<file path="src/rtl/nfc_fe_pkg.sv">
package nfc_fe_pkg;

   localparam int SPARE_BIT = 31;
   localparam int ECC_BIT   = 30;
   localparam int DMA_BIT   = 29;
   localparam int RUN_BIT   = 28;

   localparam int ST_READY   = 11;
   localparam int ST_PGDN0   = 10;
   localparam int ST_PGDN1   = 9;
   localparam int ST_CMDDN0  = 8;
   localparam int ST_CMDDN1  = 7;
   localparam int ST_BADBLK0 = 6;
   localparam int ST_BADBLK1 = 5;
   localparam int ST_ECC2    = 4;
   localparam int ST_ECC1    = 3;
   localparam int ST_WDREQ   = 2;
   localparam int ST_RDREQ   = 1;
   localparam int ST_CMDREQ  = 0;

   typedef enum logic [1:0] {
      SEL_NONE = 2'd0,
      SEL_CTRL = 2'd1,
      SEL_STAT = 2'd2,
      SEL_CMD  = 2'd3
   } reg_sel_e;

endpackage

</file>
<file path="src/rtl/nfc_fe_ctrl_reg.sv">
module nfc_fe_ctrl_reg
   import nfc_fe_pkg::*;
#(
   parameter int DATA_W = 32,
   parameter int STAT_W = 12
) (
   input  logic              clk,
   input  logic              rst_n,
   input  logic              wr_en,
   input  logic [DATA_W-1:0] wdata,
   output logic [DATA_W-1:0] ctrl_q,
   output logic              run_rise
);

   localparam logic [DATA_W-1:0] MASK_FIELD = {{(DATA_W-STAT_W){1'b0}}, {STAT_W{1'b1}}};
   localparam logic [DATA_W-1:0] FLAG_FIELD = (DATA_W'(1) << SPARE_BIT) | (DATA_W'(1) << ECC_BIT)
                                            | (DATA_W'(1) << DMA_BIT)   | (DATA_W'(1) << RUN_BIT);
   localparam logic [DATA_W-1:0] WR_MASK    = MASK_FIELD | FLAG_FIELD;
   localparam logic [DATA_W-1:0] RST_VAL    = MASK_FIELD;

   if (DATA_W < 32) begin : g_bad_width
      $error("nfc_fe_ctrl_reg: DATA_W must be at least 32");
   end
   if (STAT_W > RUN_BIT) begin : g_bad_stat
      $error("nfc_fe_ctrl_reg: mask field overlaps the flag bits");
   end

   assign run_rise = wr_en & wdata[RUN_BIT] & ~ctrl_q[RUN_BIT];

   always_ff @(posedge clk or negedge rst_n) begin
      if (!rst_n) begin
         ctrl_q <= RST_VAL;
      end else if (wr_en) begin
         ctrl_q <= wdata & WR_MASK;
      end
   end

   a_r2_reserved_zero: assert property (@(posedge clk) disable iff (!rst_n)
      (ctrl_q & ~WR_MASK) == '0);

endmodule

</file>
<file path="src/rtl/nfc_fe_status.sv">
module nfc_fe_status
   import nfc_fe_pkg::*;
#(
   parameter int STAT_W  = 12,
   parameter bit IRQ_REG = 1'b0
) (
   input  logic              clk,
   input  logic              rst_n,
   input  logic              sw_wr,
   input  logic [STAT_W-1:0] sw_data,
   input  logic [STAT_W-1:0] evt_set,
   input  logic              req_set,
   input  logic              req_clr,
   input  logic [STAT_W-1:0] mask,
   output logic [STAT_W-1:0] st_q,
   output logic              irq
);

   logic [STAT_W-1:0] set_vec;
   logic [STAT_W-1:0] clr_vec;
   logic [STAT_W-1:0] hw_clr;
   logic [STAT_W-1:0] st_nxt;
   logic              irq_raw;

   if (STAT_W != 12) begin : g_bad_stat
      $error("nfc_fe_status: the status map has exactly 12 positions");
   end

   always_comb begin
      hw_clr            = '0;
      hw_clr[ST_CMDREQ] = req_clr;
      set_vec            = evt_set;
      set_vec[ST_CMDREQ] = evt_set[ST_CMDREQ] | req_set;
      clr_vec = (sw_wr ? sw_data : '0) | hw_clr;
      // set has priority over any clear in the same cycle
      st_nxt  = (st_q & ~clr_vec) | set_vec;
   end

   always_ff @(posedge clk or negedge rst_n) begin
      if (!rst_n) st_q <= '0;
      else        st_q <= st_nxt;
   end

   assign irq_raw = |(st_q & ~mask);

   if (IRQ_REG) begin : g_irq_reg
      logic irq_q;
      always_ff @(posedge clk or negedge rst_n) begin
         if (!rst_n) irq_q <= 1'b0;
         else        irq_q <= irq_raw;
      end
      assign irq = irq_q;
   end else begin : g_irq_comb
      assign irq = irq_raw;
   end

   a_r3_w1c_clears: assert property (@(posedge clk) disable iff (!rst_n)
      (clr_vec & ~set_vec) != '0 |=> (st_q & $past(clr_vec & ~set_vec)) == '0);

   a_r10_set_wins: assert property (@(posedge clk) disable iff (!rst_n)
      set_vec != '0 |=> (st_q & $past(set_vec)) == $past(set_vec));

   a_r3_zero_keeps: assert property (@(posedge clk) disable iff (!rst_n)
      (!sw_wr && !req_clr) |=> (st_q & $past(st_q)) == $past(st_q));

endmodule

</file>
<file path="src/rtl/nfc_fe_desc_load.sv">
module nfc_fe_desc_load #(
   parameter int DATA_W     = 32,
   parameter int DESC_WORDS = 3
) (
   input  logic                         clk,
   input  logic                         rst_n,
   input  logic                         run_i,
   input  logic                         req_i,
   input  logic                         cmd_wr_i,
   input  logic [DATA_W-1:0]            wdata_i,
   input  logic                         ready_i,
   output logic                         valid_o,
   output logic [DESC_WORDS*DATA_W-1:0] words_o,
   output logic                         req_clr_o
);

   localparam int CNT_W = (DESC_WORDS > 1) ? $clog2(DESC_WORDS) : 1;
   localparam logic [CNT_W-1:0] LAST = CNT_W'(DESC_WORDS - 1);

   if (DESC_WORDS < 1) begin : g_bad_words
      $error("nfc_fe_desc_load: DESC_WORDS must be at least 1");
   end

   logic [CNT_W-1:0] cnt_q;
   logic             accept;
   logic             last_word;

   assign accept    = cmd_wr_i & req_i & run_i & ~valid_o;
   assign last_word = accept & (cnt_q == LAST);
   assign req_clr_o = last_word;

   always_ff @(posedge clk or negedge rst_n) begin
      if (!rst_n) begin
         cnt_q   <= '0;
         valid_o <= 1'b0;
      end else begin
         if (valid_o && ready_i) valid_o <= 1'b0;
         if (!run_i) begin
            cnt_q <= '0;
         end else if (accept) begin
            if (cnt_q == LAST) begin
               cnt_q   <= '0;
               valid_o <= 1'b1;
            end else begin
               cnt_q <= cnt_q + 1'b1;
            end
         end
      end
   end

   for (genvar gi = 0; gi < DESC_WORDS; gi++) begin : g_word
      logic [DATA_W-1:0] word_q;
      always_ff @(posedge clk or negedge rst_n) begin
         if (!rst_n)                                 word_q <= '0;
         else if (accept && cnt_q == CNT_W'(gi))     word_q <= wdata_i;
      end
      assign words_o[gi*DATA_W +: DATA_W] = word_q;
   end

   a_r5_ignored_write: assert property (@(posedge clk) disable iff (!rst_n)
      (cmd_wr_i && !req_i && run_i) |=> $stable(cnt_q));

   a_r7_hold: assert property (@(posedge clk) disable iff (!rst_n)
      (valid_o && !ready_i) |=> (valid_o && $stable(words_o)));

   a_r8_abort: assert property (@(posedge clk) disable iff (!rst_n)
      !run_i |=> cnt_q == '0);

endmodule

</file>
<file path="src/rtl/nfc_cmd_frontend.sv">
module nfc_cmd_frontend
   import nfc_fe_pkg::*;
#(
   parameter int DATA_W     = 32,
   parameter int ADDR_W     = 4,
   parameter int STAT_W     = 12,
   parameter int DESC_WORDS = 3,
   parameter int CTRL_ADDR  = 0,
   parameter int STAT_ADDR  = 1,
   parameter int CMD_ADDR   = 2,
   parameter bit IRQ_REG    = 1'b0
) (
   input  logic                         clk,
   input  logic                         rst_n,
   input  logic                         bus_wr,
   input  logic [ADDR_W-1:0]            bus_addr,
   input  logic [DATA_W-1:0]            bus_wdata,
   output logic [DATA_W-1:0]            bus_rdata,
   input  logic [STAT_W-1:0]            evt_set,
   output logic                         irq,
   output logic                         run,
   output logic                         dma_en,
   output logic                         ecc_en,
   output logic                         spare_en,
   output logic                         desc_valid,
   input  logic                         desc_ready,
   output logic [DESC_WORDS*DATA_W-1:0] desc_words
);

   if (CTRL_ADDR == STAT_ADDR || CTRL_ADDR == CMD_ADDR || STAT_ADDR == CMD_ADDR) begin : g_bad_map
      $error("nfc_cmd_frontend: register addresses must differ");
   end

   reg_sel_e          sel;
   logic [DATA_W-1:0] ctrl_q;
   logic              run_rise;
   logic [STAT_W-1:0] st_q;
   logic              req_clr;

   always_comb begin
      if (bus_addr == ADDR_W'(CTRL_ADDR))     sel = SEL_CTRL;
      else if (bus_addr == ADDR_W'(STAT_ADDR)) sel = SEL_STAT;
      else if (bus_addr == ADDR_W'(CMD_ADDR))  sel = SEL_CMD;
      else                                     sel = SEL_NONE;
   end

   nfc_fe_ctrl_reg #(.DATA_W(DATA_W), .STAT_W(STAT_W)) u_ctrl (
      .clk      (clk),
      .rst_n    (rst_n),
      .wr_en    (bus_wr && sel == SEL_CTRL),
      .wdata    (bus_wdata),
      .ctrl_q   (ctrl_q),
      .run_rise (run_rise)
   );

   nfc_fe_status #(.STAT_W(STAT_W), .IRQ_REG(IRQ_REG)) u_status (
      .clk     (clk),
      .rst_n   (rst_n),
      .sw_wr   (bus_wr && sel == SEL_STAT),
      .sw_data (bus_wdata[STAT_W-1:0]),
      .evt_set (evt_set),
      .req_set (run_rise),
      .req_clr (req_clr),
      .mask    (ctrl_q[STAT_W-1:0]),
      .st_q    (st_q),
      .irq     (irq)
   );

   nfc_fe_desc_load #(.DATA_W(DATA_W), .DESC_WORDS(DESC_WORDS)) u_load (
      .clk       (clk),
      .rst_n     (rst_n),
      .run_i     (ctrl_q[RUN_BIT]),
      .req_i     (st_q[ST_CMDREQ]),
      .cmd_wr_i  (bus_wr && sel == SEL_CMD),
      .wdata_i   (bus_wdata),
      .ready_i   (desc_ready),
      .valid_o   (desc_valid),
      .words_o   (desc_words),
      .req_clr_o (req_clr)
   );

   assign run      = ctrl_q[RUN_BIT];
   assign dma_en   = ctrl_q[DMA_BIT];
   assign ecc_en   = ctrl_q[ECC_BIT];
   assign spare_en = ctrl_q[SPARE_BIT];

   always_comb begin
      case (sel)
         SEL_CTRL: bus_rdata = ctrl_q;
         SEL_STAT: bus_rdata = {{(DATA_W-STAT_W){1'b0}}, st_q};
         default:  bus_rdata = '0;
      endcase
   end

   a_r4_run_sets_req: assert property (@(posedge clk) disable iff (!rst_n)
      $rose(run) |-> st_q[ST_CMDREQ]);

   a_r6_req_drops_on_valid: assert property (@(posedge clk) disable iff (!rst_n)
      $rose(desc_valid) |-> !st_q[ST_CMDREQ]);

endmodule

</file>
<file path="config.mk">
export PLATFORM = sky130hd
export DESIGN_NAME = nfc_cmd_frontend
export DESIGN_NICKNAME = d
export VERILOG_FILES = /design/src/rtl/nfc_fe_pkg.sv /design/src/rtl/nfc_fe_ctrl_reg.sv /design/src/rtl/nfc_fe_status.sv /design/src/rtl/nfc_fe_desc_load.sv /design/src/rtl/nfc_cmd_frontend.sv
export SDC_FILE = /design/constraint.sdc
export NUM_CORES = 1
export LEC_CHECK = 0
export BUFFER_PORTS_ARGS = -buffer_cell sky130_fd_sc_hd__buf_2
export CAP_MARGIN = 40
export CORE_ASPECT_RATIO = 1.25
export CORE_MARGIN = 3
export CORE_UTILIZATION = 50
export DETAILED_ROUTE_END_ITERATION = 16
export MAX_ROUTING_LAYER = met4
export PLACE_DENSITY = 0.8
export SYNTH_ARGS = -nofsm -noshare
export SYNTH_HDL_FRONTEND = slang
export SYNTH_SLANG_ARGS = --single-unit
</file>
<file path="constraint.sdc">
create_clock -name clk -period 3.3 [get_ports clk]
set_clock_uncertainty 0.2 [all_clocks]
set_input_delay 0.825 -clock clk [delete_from_list [all_inputs] [get_ports clk]]
set_output_delay 0.825 -clock clk [all_outputs]
set_load 0.01 [all_outputs]
</file>
======== After elaboration in Yosys (flattened, before gate mapping) ========
Index checks and enable logic that the tools add are counted.
storage, ports and cells
  word-level logic and storage cells ...... 53
  register bits ........................... 127
  input bits .............................. 52
  output and inout bits ................... 134
operators by class
  eq/ne operators ......................... 8
  bitwise operators ....................... 15
  add/sub/neg operators ................... 1
  mux-type cells .......................... 12
  reductions and logical operators ........ 10
operators with widths
  kind                   number
  $pmux W32 S2           1
  $and A12 B12 Y12       2
  $not A12 Y12           2
  $mux W12               1
  $mux W2                6
  $or A12 B1 Y12         1
  $or A12 B12 Y12        1
  $reduce_or A12 Y1      1
  $logic_and A1 B1 Y1    7
  $and A1 B1 Y1          6
  $eq A2 B2 Y1 const B   3
  $eq A2 B1 Y1 const B   2
  $eq A4 B1 Y1 const B   1
  $eq A4 B2 Y1 const B   1
  $logic_not A4 Y1       1
  $mux W1                4
  $add A2 B1 Y2 const B  1
  $logic_not A2 Y1       1
  $ne A2 B1 Y1 const B   1
  $not A1 Y1             2
  $or A1 B1 Y1           1

======== Logic depth before layout (Yosys ltp) ========
Gate-level depths: netlist (run 1).
  depth after elaboration ................. 14
  gate-level depth with buffers ........... 6
  depth with buffers taken out ............ 3

======== Cells and area by module ========
From an unflattened synthesis (run 1), not the netlist that was laid out.
second synthesis, totals
  cell total of the unflattened synthesis .. 384
  area, all modules ....................... 5540.3 µm²
modules (own cells, without submodules)
  module            cells each  area each (µm²)  sequential area each (µm²)  instances
  nfc_fe_desc_load  218         3786.1           2477.4                      1
  nfc_fe_ctrl_reg   52          794.5            415.4                       1
  nfc_fe_status     54          558.0            300.3                       1
  nfc_cmd_frontend  60          401.6            0.0                         1

======== Worst setup path before layout (run 1) ========
Ideal clock, no wire load.
  kind .................................... input -> output
  from .................................... input bus_addr[3]
  to ...................................... output bus_rdata[0]
  path slack .............................. 313 ps
  data required time ...................... 2275 ps
  stages on the path ...................... 3
  arrival ................................. 1962 ps
  buffers on the path ..................... 1
  path through ............................ nor4b_1 > clkbuf_1 > a22o_1
on the way
  cells in the longest elaborated chain, start to end .. 6
  elaborated cells between the ends (all ways) .. 9
  classes of those cells .................. 4 x eq/ne; 4 x mux; 1 x reduce/logical
RTL lines
  item                                          RTL line                text
  start, declared                               nfc_cmd_frontend.sv:16  input logic [ADDR_W-1:0] bus_addr,
  $eq A4 B2 Y1                                  nfc_cmd_frontend.sv:43  else if (bus_addr == ADDR_W'(CMD_ADDR)) sel = SEL_CMD;
  $mux W2                                       nfc_cmd_frontend.sv:43
  $mux W2                                       nfc_cmd_frontend.sv:42  else if (bus_addr == ADDR_W'(STAT_ADDR)) sel = SEL_STAT;
  $mux W2 (*)                                   nfc_cmd_frontend.sv:41  if (bus_addr == ADDR_W'(CTRL_ADDR)) sel = SEL_CTRL;
  $eq A2 B2 Y1 or $eq A2 B1 Y1 (tied branches)  nfc_cmd_frontend.sv:88  case (sel)
  $pmux W32 S2 (*)                              nfc_cmd_frontend.sv:88
  end, declared                                 nfc_cmd_frontend.sv:18  output logic [DATA_W-1:0] bus_rdata,
Every way passes the cells marked *; elsewhere a longest branch is shown, timed or not.

======== Worst setup path after layout (run 1) ========
  from .................................... input bus_addr[3]
  to ...................................... output bus_rdata[1]
The elaborated chain is that of the path after synthesis.

==> results of run 1 <==
## final cells by class
type / instances / area, um2
fill: 759 / 3298
multi-input combinational: 196 / 1958
timing repair buffer: 181 / 950.9
tap: 129 / 161.4
antenna: 1 / 2.502
inverter: 6 / 22.52
sequential: 127 / 3193
clock inverter: 10 / 161.4
clock buffer: 21 / 460.4
## worst reg2reg max path, cell delays in order, from the launching register on
cell,delay (ns)
dfrtp_1,0.44
or4b_1,0.53
buf_4,0.19
nor4b_4,0.23
buf_4,0.36
mux2_2,0.39
## cell families after synthesis
kind of cell	Yosys count	share of synthesized area
AO/OA/AOI/OAI	32	0.04852
flip-flops	127	0.6010
AND/OR/NAND/NOR	36	0.04640
buffers and inverters	38	0.04545
multiplexers	112	0.2579
other	1	0.0007059
## power by group through the flow
stage | combinational, mW | clock, mW | sequential, mW
6_report | 0.432 | 1.95 | 1.79
5_1_grt | 0.473 | 2.05 | 1.81
4_1_cts | 0.439 | 1.98 | 1.79
3_5_place_dp | 0.437 | 0 | 1.82
3_3_place_gp | 0.425 | 0 | 1.81
2_1_floorplan | 0.183 | 0 | 1.85
## metrics by stage
stage,cell area (um2),instances,util,hold slack (ns),total power [mW]
floorplan,5369,361,-,0.2644,2.029
global placement,6286,639,0.6158,0.2643,2.230
detailed placement,6286,639,0.6158,0.2724,2.254
CTS,6908,670,0.6767,0.2022,4.216
global route,6910,671,0.6769,0.2251,4.338
finish,6910,671,0.6769,0.1954,4.171
## path summary, 6_finish.rpt
path / start / end / cells past startpoint
worst max register to register: u_ctrl.ctrl_q[28]$_DFFE_PN0P_ / u_load.g_word[2].word_q[28]$_DFFE_PN0P_ / 5
worst min register to register: u_load.g_word[2].word_q[19]$_DFFE_PN0P_ / u_load.g_word[2].word_q[19]$_DFFE_PN0P_ / 1
min in group clk: u_load.g_word[2].word_q[19]$_DFFE_PN0P_ / u_load.g_word[2].word_q[19]$_DFFE_PN0P_ / 1
max in group asynchronous: rst_n / u_ctrl.ctrl_q[3]$_DFFE_PN1P_ / 2
worst max-delay path: bus_addr[3] / bus_rdata[1] / 5
worst min-delay path: rst_n / u_load.g_word[2].word_q[18]$_DFFE_PN0P_ / 1
## sequential cells by signal, indices dropped and copies added (netlist names)
register and flops:
u_load.g_word.word_q 96, u_ctrl.ctrl_q 16, u_load.valid_o 1, u_status.st_q 12, u_load.cnt_q 2
## cell usage in the layout, fill, tap and decap left out, drive strengths merged, types with 4 or more instances in the layout
master  netlist  layout
a21o         12      12
bufinv        0       4
nor2b         6       6
dfrtp       115     115
inv           6       6
mux2        112     112
buf          27     181
a22o         12      12
dfstp        12      12
clkbuf        5      21
conb          1      16
and2          4       4
nand3        12      12
## routing by layer
metal	vias to the layer above	part of all wire
li1	1574	-
met4	0	0.016
met1	1822	0.40
met5	-	0
met2	127	0.52
met3	15	0.060
==> flow_metrics.tcl, run 1 <==
set metrics [dict create \
    outcome "completed" \
    min_period_over_period 0.8957 \
    post_cts_buffers 0 \
    drc 0 \
    antenna_left 0 \
    fin_tns_setup_ns 0 \
    drive_above_1_share 0.6229 \
    cts_made_buffers 17 \
    initial_core_util 0.5204 \
    globalRoute.busiestLayer "met2" \
    hold_path_class "in -> async" \
    yosys_warnings 0 \
    worst-path-max-fanout 24 \
    finalHoldViolations 0 \
    drtIter0Drc 122 \
    gp_congestion 0.7821 \
    cp-end-kind "output port" \
    critPathMaxStageDelay_ns 0.34 \
    grt_pass1_vias 3789 \
    synthTopCellsByCount "dfrtp_1, mux2_2, mux2_4" \
    track_usage 0.2247 \
    hpwl_mm 8.793 \
    dieArea_um2 11910 \
    nets 581 \
    postCtsHoldBufs 0 \
    ir_worst_vdd_v 0.0004799 \
    core-area_um2 10210 \
    post_drt_wl_per_cell_um 18.73 \
    slew_headroom 0.5630 \
    root_buffer "clkbuf_16" \
    grt_util_met1 0.2684 \
    grt-ovfl-total 0 \
    syn_area_um2 5313 \
    crit_slowest_cell "buf_4" \
    yosysSeqAreaShare 0.6010 \
    synth_area_leaders "dfrtp_1, mux2_2, mux2_4" \
    async_reset_ff_frac 1.000 \
    cts.sinks 127 \
    cts_buffer_depth 2 \
    crit_chain "buf_2 > nor4b_2 > buf_4 > a22o_1 > buf_2" \
    drv_cap 0 \
    p_sw_mw 0.9504 \
    cts_tree "built" \
    die_x_um 98.20 \
    grt_max_degree 58 \
    sw_frac_of_total 0.2279 \
    crit_family "buffers and inverters" \
    vias_per_cell 5.273 \
    dp_slack_ns 0.2405 \
    area_growth_pct 30.08 \
    netlist_instances 346 \
    tightest_slew_ns 0.6555 \
    clk_pin_slew_ns 0.06 \
    yosysTopAreaCell "dfrtp_1" \
    min_period_ns 2.956 \
    p_leak_nw 3.772 \
    io_buffer_count 169 \
    setup_viol 0 \
    path_buf_inv 3 \
    ys_types 33 \
    vias 3538 \
    synth.top_cell.area_share 0.5417 \
    grt_pass1_wl_mm 20.01 \
    drt_wl_total_mm 12.57 \
    synth_edf_count 0 \
    avgSynthCellArea_um2 15.35 \
    combPwrFrac 0.104 \
    drt_pass1_iterations 4 \
    final.setup.worst_slack_ns 0.3441 \
    intPower_mw 3.221 \
    synth_ff_type "dfrtp_1" \
    yosys.cell_count.top_type "dfrtp_1" \
    antenna_found_initial 1 \
    critPathRequiredTime_ns 2.27 \
    finalMaxSlewViolations 0 \
    met2_usage 0.3718 \
    grt.met3_usage 0.06268 \
    path_class "in -> out" \
    post_cts_resized 0 \
    synth-seq-cells 127 \
    num_rows 41 \
    cp.arrival_ns 1.93 \
    htree_levels 4 \
    power_per_cell_area_nw_per_um2 603.6 \
    num_io_pins 186 \
    p_seq_frac 0.430 \
    r2r_setup_slack_ns 0.84 \
    crit_path_frequent_cell "buf_2" \
    pwr-share-clk 0.466 \
    rsz0062_at_grt "no" \
    die_y_um 121.2 \
    insertion_delay_ns 0.40 \
    startpoint_type "input port" \
    fmax_mhz 338.3 \
]
Note: power is estimated with default switching activity, not from simulation.
==> run 2: changes to the inputs <==
PLACE_DENSITY = unset   (was 0.8)
PLACE_DENSITY_LB_ADDON = 0.3   (was unset)
RECOVER_POWER = 25   (was unset)
==> flow_metrics.tcl, run 2 (same netlist as run 1, synthesis figures left out) <==
set metrics [dict create \
    vias_per_cell 5.195 \
    num_io_pins 186 \
    largest_reg_flops 96 \
    hp-start "u_load.g_word[2].word_q[19]$_DFFE_PN0P_" \
    slew_headroom -0.3443 \
    dieArea_um2 11910 \
    num_rows 41 \
    min_period_over_period 0.9061 \
    io_buffer_count 169 \
    ff2ff_path_depth 4 \
    hold_end "u_load.g_word[2].word_q[19]$_DFFE_PN0P_" \
    finalMaxSlewViolations 35 \
    cp.arrival_ns 1.97 \
    insertion_delay_ns 0.40 \
    path_class "in -> out" \
    hpwl_mm 8.976 \
    utilization 0.6770 \
    drc 0 \
    post_cts_buffers 0 \
    reg_top3 "u_load.g_word.word_q x96, u_ctrl.ctrl_q x16, u_status.st_q x12" \
    nets 581 \
    whs_ns 0.2857 \
    clk_pin_slew_ns 0.05 \
    tightest_slew_ns 2.016 \
    rr_endpoint "u_load.g_word[1].word_q[30]$_DFFE_PN0P_" \
    fmax_mhz 334.4 \
    postCtsHoldBufs 0 \
    setup_viol 0 \
    cp-end-kind "output port" \
    cts_made_buffers 17 \
    root_buffer "clkbuf_16" \
    rsz0062_at_grt "no" \
    drv_cap 1 \
    grt_max_degree 66 \
    worst-path-max-fanout 24 \
    rr_startpoint "u_ctrl.ctrl_q[28]$_DFFE_PN0P_" \
    gp_congestion 0.7756 \
    antenna_found_initial 0 \
    min_period_ns 2.990 \
    fin_tns_setup_ns 0 \
    drive_above_1_share 0.6255 \
    die_y_um 121.2 \
    vias 3491 \
    min_delay_path_depth 1 \
    track_usage 0.2225 \
    htree_levels 4 \
    cts.sinks 127 \
    grt_pass1_vias 3645 \
    grt_pass1_wl_mm 19.82 \
    layout_commonest_cell "buf_2" \
    power_mw 4.155 \
    drt_pass1_iterations 5 \
    initial_core_util 0.5204 \
    critPathRequiredTime_ns 2.27 \
    cts_buffer_depth 2 \
    drtIter0Drc 149 \
    fill_cells 754 \
    core-area_um2 10210 \
    r2r_setup_slack_ns 0.85 \
    violations "capacitance limit, slew limit" \
    grt-ovfl-total 0 \
    hold_path_class "reg -> reg" \
    finalHoldViolations 0 \
    power_per_cell_area_nw_per_um2 601.1 \
    antenna_left 0 \
    startpoint_type "input port" \
    p_leak_nw 3.777 \
    die_x_um 98.20 \
    cts_tree "built" \
    area_growth_pct 30.10 \
    drt_wl_total_mm 12.45 \
    final_cell_mix "buf_2, dfrtp_1, mux2_2, mux2_4, clkbuf_16" \
    ir_worst_vdd_v 0.0004076 \
    post_drt_wl_per_cell_um 18.53 \
    top_register "u_load.g_word.word_q" \
    post_cts_resized 0 \
    outcome "complete, but fails checks" \
]
==> run 2: cell types whose count changed in the layout (fill, tap and decap cells not counted) <==
cell	previous run	this run
buf_4	12	11
bufinv_16	4	3
clkbuf_8	2	5
clkinv_2	2	4
clkbuf_1	2	1
clkinv_4	1	0
==> run 2: layout make-up <==
cell class	instances	area, um2	share of cell area
sequential	127	3193	0.4620
multi-input combinational	196	1958	0.2833
timing repair buffer	181	947.2	0.1370
clock buffer	22	494.2	0.07151
tap	129	161.4	0.02335
clock inverter	10	132.6	0.01919
inverter	6	22.52	0.003259
antenna	1	2.502	0.0003621
==> run 2: power breakdown <==
part | internal [mW] | switching, mW
clock network | 1.28 | 0.653
registers | 1.71 | 0.0779
logic | 0.209 | 0.221
==> run 2: critical path, stage by stage <==
cell     delay, ns
buf_2         0.13
nor4b_2       0.33
buf_4         0.34
a22o_1        0.20
buf_2         0.14
==> run 2: worst max path at each step <==
stage | startpoint | to | slack (ns) | cells past startpoint
2_1_floorplan | bus_addr[3] | bus_rdata[0] | 0.31 | 3
3_3_place_gp | bus_addr[3] | bus_rdata[11] | 0.29 | 5
3_5_place_dp | bus_addr[3] | u_load.g_word[1].word_q[27]$_DFFE_PN0P_ | 0.26 | 5
4_1_cts | bus_addr[3] | bus_rdata[11] | 0.29 | 5
5_1_grt | bus_addr[3] | bus_rdata[2] | 0.21 | 5
6_report | bus_addr[3] | bus_rdata[5] | 0.31 | 5
==> run 2: routing by layer <==
metal  global-route usage  share of wire  vias to the layer above
li1                     -              -                     1573
met1               0.2796           0.42                     1791
met2               0.3522           0.51                      117
met3              0.05348          0.056                       10
met4              0.08625         0.0096                        0
met5                    -              0                        -
==> run 2: through the flow <==
step / setup WS (ns) / cell area (um2) / instances
after global routing: 0.2064 / 6909 / 671
after CTS: 0.2887 / 6913 / 671
after detailed placement: 0.2632 / 6286 / 639
after floorplan: 0.3127 / 5369 / 361
after global placement: 0.2861 / 6286 / 639
final: 0.3099 / 6912 / 672
==> run 3: changes to the inputs <==
ABC_AREA = 1   (was unset)
clock period = 3.6 ns   (was 3.3 ns; I/O delays follow)
==> flow_metrics.tcl, run 3 <==
set metrics [dict create \
    outcome "complete, but fails checks" \
    violations "capacitance limit, slew limit" \
    htree_levels 4 \
    core-area_um2 10670 \
    sw_frac_of_total 0.2618 \
    antenna_left 0 \
    async_reset_ff_frac 1.000 \
    cts_tree "built" \
    top_register "u_load.g_word.word_q" \
    layout_commonest_cell "nand2_1" \
    ir_worst_vdd_v 0.0003016 \
    finalHoldViolations 0 \
    fin_tns_setup_ns 0 \
    combPwrFrac 0.128 \
    intPower_mw 2.987 \
    worst-path-max-fanout 10 \
    yosysSeqAreaShare 0.5800 \
    grt_pass1_vias 4861 \
    syn_area_um2 5505 \
    gp_congestion 0.9284 \
    startpoint_type "input port" \
    area_growth_pct 27.41 \
    drt_wl_total_mm 15.51 \
    rsz0062_at_grt "no" \
    synthTopCellsByCount "nand2_1, dfrtp_1, nand4_1" \
    final_cell_mix "nand2_1, buf_2, dfrtp_1, nand4_1" \
    r2r_setup_slack_ns 1.37 \
    path_class "in -> out" \
    crit_start "bus_addr[1]" \
    post_drt_wl_per_cell_um 16.68 \
    ys_types 21 \
    reg_top3 "u_load.g_word.word_q x96, u_ctrl.ctrl_q x16, u_status.st_q x12" \
    vias_per_cell 5.384 \
    crit_path_frequent_cell "buf_2" \
    antenna_found_initial 0 \
    cts_made_buffers 17 \
    p_seq_frac 0.425 \
    dieArea_um2 12310 \
    die_x_um 99.86 \
    root_buffer "clkbuf_16" \
    crit_chain "buf_2 > nor2_1 > nand2_2 > clkinv_1 > nand2_1 > o21ai_0 > buf_2" \
    hpwl_mm 10.53 \
    netlist_instances 626 \
    hold_end "u_load.g_word[1].word_q[0]$_DFFE_PN0P_" \
    postCtsHoldBufs 0 \
    utilization 0.6575 \
    num_io_pins 186 \
    synth_edf_count 0 \
    post_cts_buffers 0 \
    grt_pass1_wl_mm 24.47 \
    critPathRequiredTime_ns 2.50 \
    track_usage 0.2650 \
    io_buffer_count 169 \
    whs_ns 0.2630 \
    cp.arrival_ns 1.87 \
    avgSynthCellArea_um2 8.794 \
    dp_slack_ns 0.6204 \
    rr_endpoint "u_load.g_word[0].word_q[19]$_DFFE_PN0P_" \
    drtIter0Drc 277 \
    grt-ovfl-total 0 \
    vias 5007 \
    post_cts_resized 0 \
    clk_pin_slew_ns 0.06 \
    synth_area_leaders "dfrtp_1, nand2_1, nand4_1" \
    min_period_ns 2.972 \
    synth_ff_type "dfrtp_1" \
    fill_cells 933 \
    min_delay_path_depth 2 \
    p_leak_nw 4.051 \
    drt_pass1_iterations 5 \
    critPathMaxStageDelay_ns 0.20 \
    drv_cap 1 \
    setup_viol 0 \
    final.setup.worst_slack_ns 0.6277 \
    num_rows 42 \
    p_sw_mw 1.059 \
    drc 0 \
    cts_buffer_depth 2 \
    yosys_warnings 0 \
    pwr-share-clk 0.447 \
    ff2ff_path_depth 6 \
    yosysTopAreaCell "dfrtp_1" \
    fmax_mhz 336.4 \
    yosys.cell_count.top_type "nand2_1" \
    min_period_over_period 0.8256 \
    cp-end-kind "output port" \
    finalMaxSlewViolations 47 \
    antenna_cells 0 \
    largest_reg_flops 96 \
    nets 837 \
    slew_headroom -0.7193 \
    tightest_slew_ns 2.579 \
    hold_path_class "reg -> reg" \
    hp-start "u_load.g_word[1].word_q[0]$_DFFE_PN0P_" \
    crit_slowest_cell "clkinv_1" \
    grt_max_degree 87 \
    cts.sinks 127 \
    initial_core_util 0.5161 \
    drive_above_1_share 0.2895 \
    rr_startpoint "u_ctrl.ctrl_q[28]$_DFFE_PN0P_" \
    synth-seq-cells 127 \
    power_per_cell_area_nw_per_um2 576.8 \
    synth.top_cell.area_share 0.5227 \
    die_y_um 123.3 \
    insertion_delay_ns 0.41 \
]
[run 3: cell count changes after synthesis, sizes merged, moves of 16 or more]
cell,delta
nand2,+217
o21ai,+37
nor2,+21
mux2,-112
clkbuf,+16
inv,+33
nand4,+68
[run 3: power groups by stage]
stage               clock network, mW  registers (mW)  logic [mW]
CTS                              1.83            1.72       0.527
floorplan                           0            1.79       0.193
finish                           1.81            1.72       0.517
detailed placement                  0            1.74       0.526
global placement                    0            1.73       0.511
global route                     1.90            1.74       0.584
[run 3: how the worst max path moves through the flow]
stage / endpoint / slack, ns / cells after the start
finish: bus_rdata[11] / 0.63 / 7
global route: u_load.g_word[2].word_q[26]$_DFFE_PN0P_ / 0.28 / 1
CTS: bus_rdata[11] / 0.62 / 7
detailed placement: bus_rdata[11] / 0.62 / 7
global placement: bus_rdata[3] / 0.70 / 7
floorplan: bus_rdata[11] / 0.81 / 4
[run 3: area by class of cell]
class	instances	area, um2	area share
flip-flops and latches	127	3193	0.4552
multi-input cells	417	1908	0.2720
repair buffers	182	967.2	0.1379
clock buffers	18	439.2	0.06261
clock inverters	14	191.4	0.02729
well taps	132	165.2	0.02355
inverters	40	150.1	0.02141
[run 3: worst max-delay path: cells and delay by family]
| family | cells | cell delay [ns] |
|---|---|---|
| simple gates | 3 | 0.40 |
| compound gates | 1 | 0.09 |
| buf+inv | 3 | 0.48 |
[run 3: metal layers]
layer | up-vias | wire length (um) | GRT usage
met5 | - | 0 | -
met4 | 0 | 350 | 0.09650
met3 | 25 | 1055 | 0.06490
met2 | 227 | 7909 | 0.4282
met1 | 2412 | 6195 | 0.3251
li1 | 2343 | - | -
[run 3: stage by stage]
stage          area, um2  power [mW]  std cells
2_1_floorplan       5562       1.983        641
3_3_place_gp        6387       2.242        898
3_5_place_dp        6387       2.264        898
4_1_cts             7018       4.079        930
5_1_grt             7014       4.217        930
6_report            7014       4.046        930
[run 3: kinds of logic (layout without fill, tap and decap cells)]
kind of cell,count (synthesis),count (layout),synth area share
buffers and inverters,97,254,0.08500
other,1,16,0.0006812
AOI/OAI and AO/OA,57,57,0.05864
and+or+nand+nor,344,344,0.2757
DFF,127,127,0.5800
